**src/rtl/keyed_clkdiv_rstsync.sv**
```systemverilog
module keyed_clkdiv_rstsync (
  input  logic clk_i,
  input  logic rst_ni,
  output logic rst_no
);

  logic stage1_q;
  logic stage2_q;

  always_ff @(posedge clk_i or negedge rst_ni) begin
    if (!rst_ni) begin
      stage1_q <= 1'b0;
      stage2_q <= 1'b0;
    end else begin
      stage1_q <= 1'b1;
      stage2_q <= stage1_q;
    end
  end

  assign rst_no = stage2_q;

endmodule

```
**src/rtl/keyed_clkdiv_decode.sv**
```systemverilog
module keyed_clkdiv_decode #(
  parameter int unsigned BUS_W    = 32,
  parameter int unsigned CTRL_W   = 12,
  parameter int unsigned CODE_W   = 5,
  parameter logic [CTRL_W-1:0] KEY = 12'hAA0,
  parameter logic [CODE_W-1:0] FALLBACK_CODE = 5'd31
) (
  input  logic [BUS_W-1:0]  wr_data_i,
  output logic [CODE_W-1:0] code_o
);

  localparam int unsigned KEY_W = CTRL_W - CODE_W;

  logic [CTRL_W-1:0] ctrl_word;
  logic              key_match;

  always_comb begin
    ctrl_word = wr_data_i[CTRL_W-1:0];
    key_match = (ctrl_word[CTRL_W-1:CODE_W] == KEY[CTRL_W-1:CODE_W]);
    code_o    = key_match ? ctrl_word[CODE_W-1:0] : FALLBACK_CODE;
  end

  logic [KEY_W-1:0] unused_key_low;
  assign unused_key_low = KEY[CTRL_W-1:CODE_W];

endmodule

```
**src/rtl/keyed_clkdiv_ratio.sv**
```systemverilog
module keyed_clkdiv_ratio #(
  parameter int unsigned CODE_W = 5,
  parameter logic [CODE_W-1:0] RESET_CODE = 5'd16
) (
  input  logic              clk_i,
  input  logic              rst_ni,
  input  logic              wr_en_i,
  input  logic [CODE_W-1:0] wr_code_i,
  input  logic              period_end_i,
  output logic [CODE_W-1:0] act_code_o,
  output logic [CODE_W-1:0] act_code_nxt_o
);

  logic [CODE_W-1:0] pend_q, pend_d;
  logic [CODE_W-1:0] act_q,  act_d;
  logic              pend_en;
  logic              act_en;

  always_comb begin
    pend_en = wr_en_i;
    pend_d  = wr_code_i;
    act_en  = period_end_i;
    act_d   = pend_q;
  end

  always_ff @(posedge clk_i or negedge rst_ni) begin
    if (!rst_ni) begin
      pend_q <= RESET_CODE;
    end else if (pend_en) begin
      pend_q <= pend_d;
    end
  end

  always_ff @(posedge clk_i or negedge rst_ni) begin
    if (!rst_ni) begin
      act_q <= RESET_CODE;
    end else if (act_en) begin
      act_q <= act_d;
    end
  end

  assign act_code_o     = act_q;
  assign act_code_nxt_o = act_en ? act_d : act_q;

endmodule

```
**src/rtl/keyed_clkdiv_counter.sv**
```systemverilog
module keyed_clkdiv_counter #(
  parameter int unsigned CODE_W = 5,
  parameter logic [CODE_W-1:0] RESET_CODE = 5'd16
) (
  input  logic              clk_i,
  input  logic              rst_ni,
  input  logic [CODE_W-1:0] act_code_i,
  input  logic [CODE_W-1:0] act_code_nxt_i,
  output logic              period_end_o,
  output logic              clk_o,
  output logic              tick_o
);

  localparam int unsigned RATIO_W = CODE_W + 1;
  localparam logic [RATIO_W-1:0] RESET_RATIO = {(RESET_CODE == '0), RESET_CODE};
  localparam logic [CODE_W-1:0]  CNT_RESET   = CODE_W'(RESET_RATIO - 1'b1);

  logic [CODE_W-1:0]  cnt_q, cnt_d;
  logic [RATIO_W-1:0] ratio_cur, ratio_nxt;
  logic               clk_q, clk_d;
  logic               tick_q, tick_d;

  always_comb begin
    ratio_cur    = {(act_code_i == '0), act_code_i};
    ratio_nxt    = {(act_code_nxt_i == '0), act_code_nxt_i};
    period_end_o = ({1'b0, cnt_q} == (ratio_cur - 1'b1));
    cnt_d        = period_end_o ? '0 : cnt_q + 1'b1;
    tick_d       = (cnt_d == '0);
    if (ratio_nxt == RATIO_W'(1)) begin
      clk_d = 1'b1;
    end else begin
      clk_d = ({1'b0, cnt_d} < (ratio_nxt >> 1));
    end
  end

  always_ff @(posedge clk_i or negedge rst_ni) begin
    if (!rst_ni) begin
      cnt_q  <= CNT_RESET;
      clk_q  <= 1'b0;
      tick_q <= 1'b0;
    end else begin
      cnt_q  <= cnt_d;
      clk_q  <= clk_d;
      tick_q <= tick_d;
    end
  end

  assign clk_o  = clk_q;
  assign tick_o = tick_q;

endmodule

```
**src/rtl/keyed_clkdiv.sv**
```systemverilog
module keyed_clkdiv #(
  parameter int unsigned BUS_W  = 32,
  parameter int unsigned CTRL_W = 12,
  parameter int unsigned CODE_W = 5,
  parameter logic [CTRL_W-1:0] KEY           = 12'hAA0,
  parameter logic [CODE_W-1:0] RESET_CODE    = 5'd16,
  parameter logic [CODE_W-1:0] FALLBACK_CODE = 5'd31
) (
  input  logic             clk_i,
  input  logic             rst_ni,
  input  logic             wr_en_i,
  input  logic [BUS_W-1:0] wr_data_i,
  output logic [BUS_W-1:0] rd_data_o,
  output logic             clk_o,
  output logic             tick_o
);

  localparam int unsigned PAD_W = BUS_W - CTRL_W;

  logic              rst_n_sync;
  logic [CODE_W-1:0] wr_code;
  logic [CODE_W-1:0] act_code;
  logic [CODE_W-1:0] act_code_nxt;
  logic              wrap;

  keyed_clkdiv_rstsync u_rstsync (
    .clk_i  (clk_i),
    .rst_ni (rst_ni),
    .rst_no (rst_n_sync)
  );

  keyed_clkdiv_decode #(
    .BUS_W         (BUS_W),
    .CTRL_W        (CTRL_W),
    .CODE_W        (CODE_W),
    .KEY           (KEY),
    .FALLBACK_CODE (FALLBACK_CODE)
  ) u_decode (
    .wr_data_i (wr_data_i),
    .code_o    (wr_code)
  );

  keyed_clkdiv_ratio #(
    .CODE_W     (CODE_W),
    .RESET_CODE (RESET_CODE)
  ) u_ratio (
    .clk_i          (clk_i),
    .rst_ni         (rst_n_sync),
    .wr_en_i        (wr_en_i),
    .wr_code_i      (wr_code),
    .period_end_i   (wrap),
    .act_code_o     (act_code),
    .act_code_nxt_o (act_code_nxt)
  );

  keyed_clkdiv_counter #(
    .CODE_W     (CODE_W),
    .RESET_CODE (RESET_CODE)
  ) u_counter (
    .clk_i          (clk_i),
    .rst_ni         (rst_n_sync),
    .act_code_i     (act_code),
    .act_code_nxt_i (act_code_nxt),
    .period_end_o   (wrap),
    .clk_o          (clk_o),
    .tick_o         (tick_o)
  );

  assign rd_data_o = {{PAD_W{1'b0}}, KEY[CTRL_W-1:CODE_W], act_code};

endmodule

```
**config.mk**
```make
export PLATFORM = sky130hd
export DESIGN_NAME = keyed_clkdiv
export DESIGN_NICKNAME = d
export VERILOG_FILES = /design/src/rtl/keyed_clkdiv_rstsync.sv /design/src/rtl/keyed_clkdiv_decode.sv /design/src/rtl/keyed_clkdiv_ratio.sv /design/src/rtl/keyed_clkdiv_counter.sv /design/src/rtl/keyed_clkdiv.sv
export SDC_FILE = /design/constraint.sdc
export NUM_CORES = 1
export LEC_CHECK = 0
export ABC_AREA = 1
export BUFFER_PORTS_ARGS = -buffer_cell sky130_fd_sc_hd__buf_2
export CORE_MARGIN = 2
export CORE_UTILIZATION = 49
export DETAILED_ROUTE_END_ITERATION = 7
export GPL_TIMING_DRIVEN = 0
export PLACE_DENSITY = 0.85
export SLEW_MARGIN = 20
export SYNTH_ARGS = -nofsm -noshare
export SYNTH_HDL_FRONTEND = slang
export SYNTH_SLANG_ARGS = --single-unit
```
**constraint.sdc**
```tcl
create_clock -name clk_i -period 1.75 [get_ports clk_i]
set_input_delay 0.0875 -clock clk_i [delete_from_list [all_inputs] [get_ports clk_i]]
set_output_delay 0.0875 -clock clk_i [all_outputs]
set_load 0.05 [all_outputs]
```
==> run metrics <==
status=finished with violations; failing checks=negative setup slack; fin. max-slew vios=0; sequential cell area fraction in the yosys report=34.6%; DR WL/cell=9.97 µm; register area=485 µm²; Sink Count=19; GPL Wtd Cong=0.808; fin util=roughly two thirds; TritonCTS clock tree=yes; Setup violations, final=3; GRT Total Usage=17.5%; setup_tns=-1000 ps; Area Overhead vs Synth=30.3%; final critical-path share of the clock period=139%; drt initial violations=25; sequence of cells on the critical path=inv_4, ha_4, inv_2, nand2_1, nand2_1, nor2_2, nand2_2, nor2_4, nand3_2, buf_6, nand2_1, nand2_2, nor2_4, nand3b_1, ha_4, nand2_2, nor2_2, a211oi_2, nand2_1, nand2_1; max_slew headroom=50.4%; layout cell share with drive strength beyond 1=42.6%; #FFs+latches synth=19; post-synth cell types=26; Crit path depth=20; data arrival time of the critical path=around 2700 ps; Final nets=286; multi-input logic area=767 µm²; critical path's top delay family=simple AND/OR/NAND/NOR gates; async set-reset flop share out of synthesis=100%; critical setup path kind=reg -> reg; Max-cap violations=0; Port Buf Inserts=20; Buf/Inv on CP=3; Cells after Synth=between 150 and 200; Post-synth EDFFs=0; Vias/cell=4.59; DR DRC count=0; FILL cells=250; RSZ-0062 raised after global routing=true; first-pass GRT wire length=approximately 4600 µm; core area=around 2700 µm²; htree depth=1; Cell Pwr Density=1890 nW/µm²; Max Clock Freq=0.410 GHz; Worst setup EP type=flop; final hold viol count=0; Die ar.=3300 µm²; R2R depth=20; setup ws final=-687 ps; minimum clock period=around 2400 ps; gr ovfl total=0; Initial Util=just over 50%; die width=57.4 µm; Longest Clk Path Bufs=2; CP Max Fanout=8; DP Worst Slack=-857 ps; clk_skew=3.53 ps; synthesized area=1400 µm²; Tightest Hold Check Type=in -> async; worst-skew pair later-pin latency=between 300 and 400 ps; Crit path required time=2010 ps; Yosys Warn Count=0; Vias=1,262; WL final=2740 µm; largest net degree at the start of global routing=18; Syn Area/Cell=7.51 µm²; initial antenna violation count=0; synth top area cells=dfrtp_1, buf_4, nand2_1, dfstp_2, inv_1; post-DP HPWL=about 2100 µm; Synth area leader=dfrtp_1; 1st-pass router iterations=4; Core Rows=19; ant diodes=0; leakage=between 1 and 1.5 nW; critical path's most frequent cell=nand2_1; Die Y=57.4 µm; VDD IR-drop max=1960 µV; crit start category=flop; DRT antenna net count=0; crit path max-delay cell type=dfrtp_2; Root Buffer=clkbuf_4; most frequent cell after synthesis=nand2_1; Reg clk slew, reported paths=around 110 ps; commonest cells in the netlist=nand2_1, buf_4, inv_1; vias in the first global route=1,134; CP max stage delay=400 ps; number of CTS-inserted buffers=3; I/O Pins=69; Yosys top cell area share=23.3%; Worst-Margin Slew=737 ps; top_reg_cell synth=dfrtp_1
-- sequential cells by signal (all words and copies together), names as in the netlist --
register	cells
u_rstsync.rst_no	1
u_ratio.act_code_o	5
u_rstsync.stage1_q	1
u_counter.tick_o	1
u_counter.clk_o	1
u_counter.cnt_q	5
u_ratio.act_d	5
-- cell type report --
class	count	share of cell area, %
buffer	29	12.0
tap	31	2.13
multi-input combinational	136	42.1
timing repair buffer	28	9.55
clock inverter	1	0.275
sequential	19	26.7
clock buffer	3	1.24
inverter	28	6.05
-- placed cells by master, fill, tap and decap left out, types with 7 or more instances in the layout --
cell type   n
nand3_1    14
dfrtp_1    11
buf_4      31
nor2_2      7
buf_2      20
inv_2       7
nand2_2     9
inv_1      19
conb_1     28
nand2_1    41
-- routing by layer --
metal	up-vias	track usage [%]	wire (µm)	part of all wire [%]
li1	645	-	-	-
met1	581	22.0	1140	42
met2	29	30.0	1420	52
met3	7	2.49	123	4.5
met4	0	6.98	59	2.2
met5	-	0	0	0
-- repair_timing --
item | in CTS | in global routing
gates resized for setup | 3 | 20
endpoints found under the hold margin | 2 | 0
endpoints found under the setup margin | 3 | 6
hold buffers | 1 | 0
setup buffers | 5 | 2
pin swaps | 3 | 5
-- per-stage QoR --
step	hold slack, ps	cell area (µm²)	power, mW	cells
after floorplan	-208	1510	2.35	212
after global placement	-127	1650	2.65	263
after detailed placement	-125	1650	2.72	263
after CTS	80.7	1730	3.04	273
after global routing	101	1820	3.79	275
final	68.0	1820	3.45	275
-- power by group --
part | switching, mW | internal, mW
sequential | 0.179 | 0.635
clock | 0.142 | 0.0856
combinational | 1.50 | 0.907
-- logic make-up after synthesis --
| group | count (synthesis) | share of synthesized area, % |
|---|---|---|
| compound gates | 9 | 3.85 |
| flops | 19 | 34.6 |
| xor+xnor | 1 | 0.627 |
| simple gates | 92 | 32.0 |
| other cells | 2 | 0.537 |
| buf+inv | 57 | 23.1 |
| fa+ha+maj | 6 | 5.37 |
-- path summary, 6_finish.rpt --
kind                                                        end                            start  slack (ps)
worst max-delay path                  u_counter.clk_o$_DFF_PN0_  u_ratio.act_code_o[0]$_DFF_PN0_        -690
worst min-delay path                 u_rstsync.rst_no$_DFF_PN0_                           rst_ni          70
worst max register to register        u_counter.clk_o$_DFF_PN0_  u_ratio.act_code_o[0]$_DFF_PN0_        -690
worst min register to register     u_ratio.act_d[0]$_DFFE_PN0P_       u_rstsync.rst_no$_DFF_PN0_         270
max in group asynchronous       u_ratio.act_code_o[0]$_DFF_PN0_       u_rstsync.rst_no$_DFF_PN0_        1030
min in group clk_i                 u_ratio.act_d[4]$_DFFE_PN1P_                     wr_data_i[4]          80
Note: power is estimated with default switching activity, not from simulation.
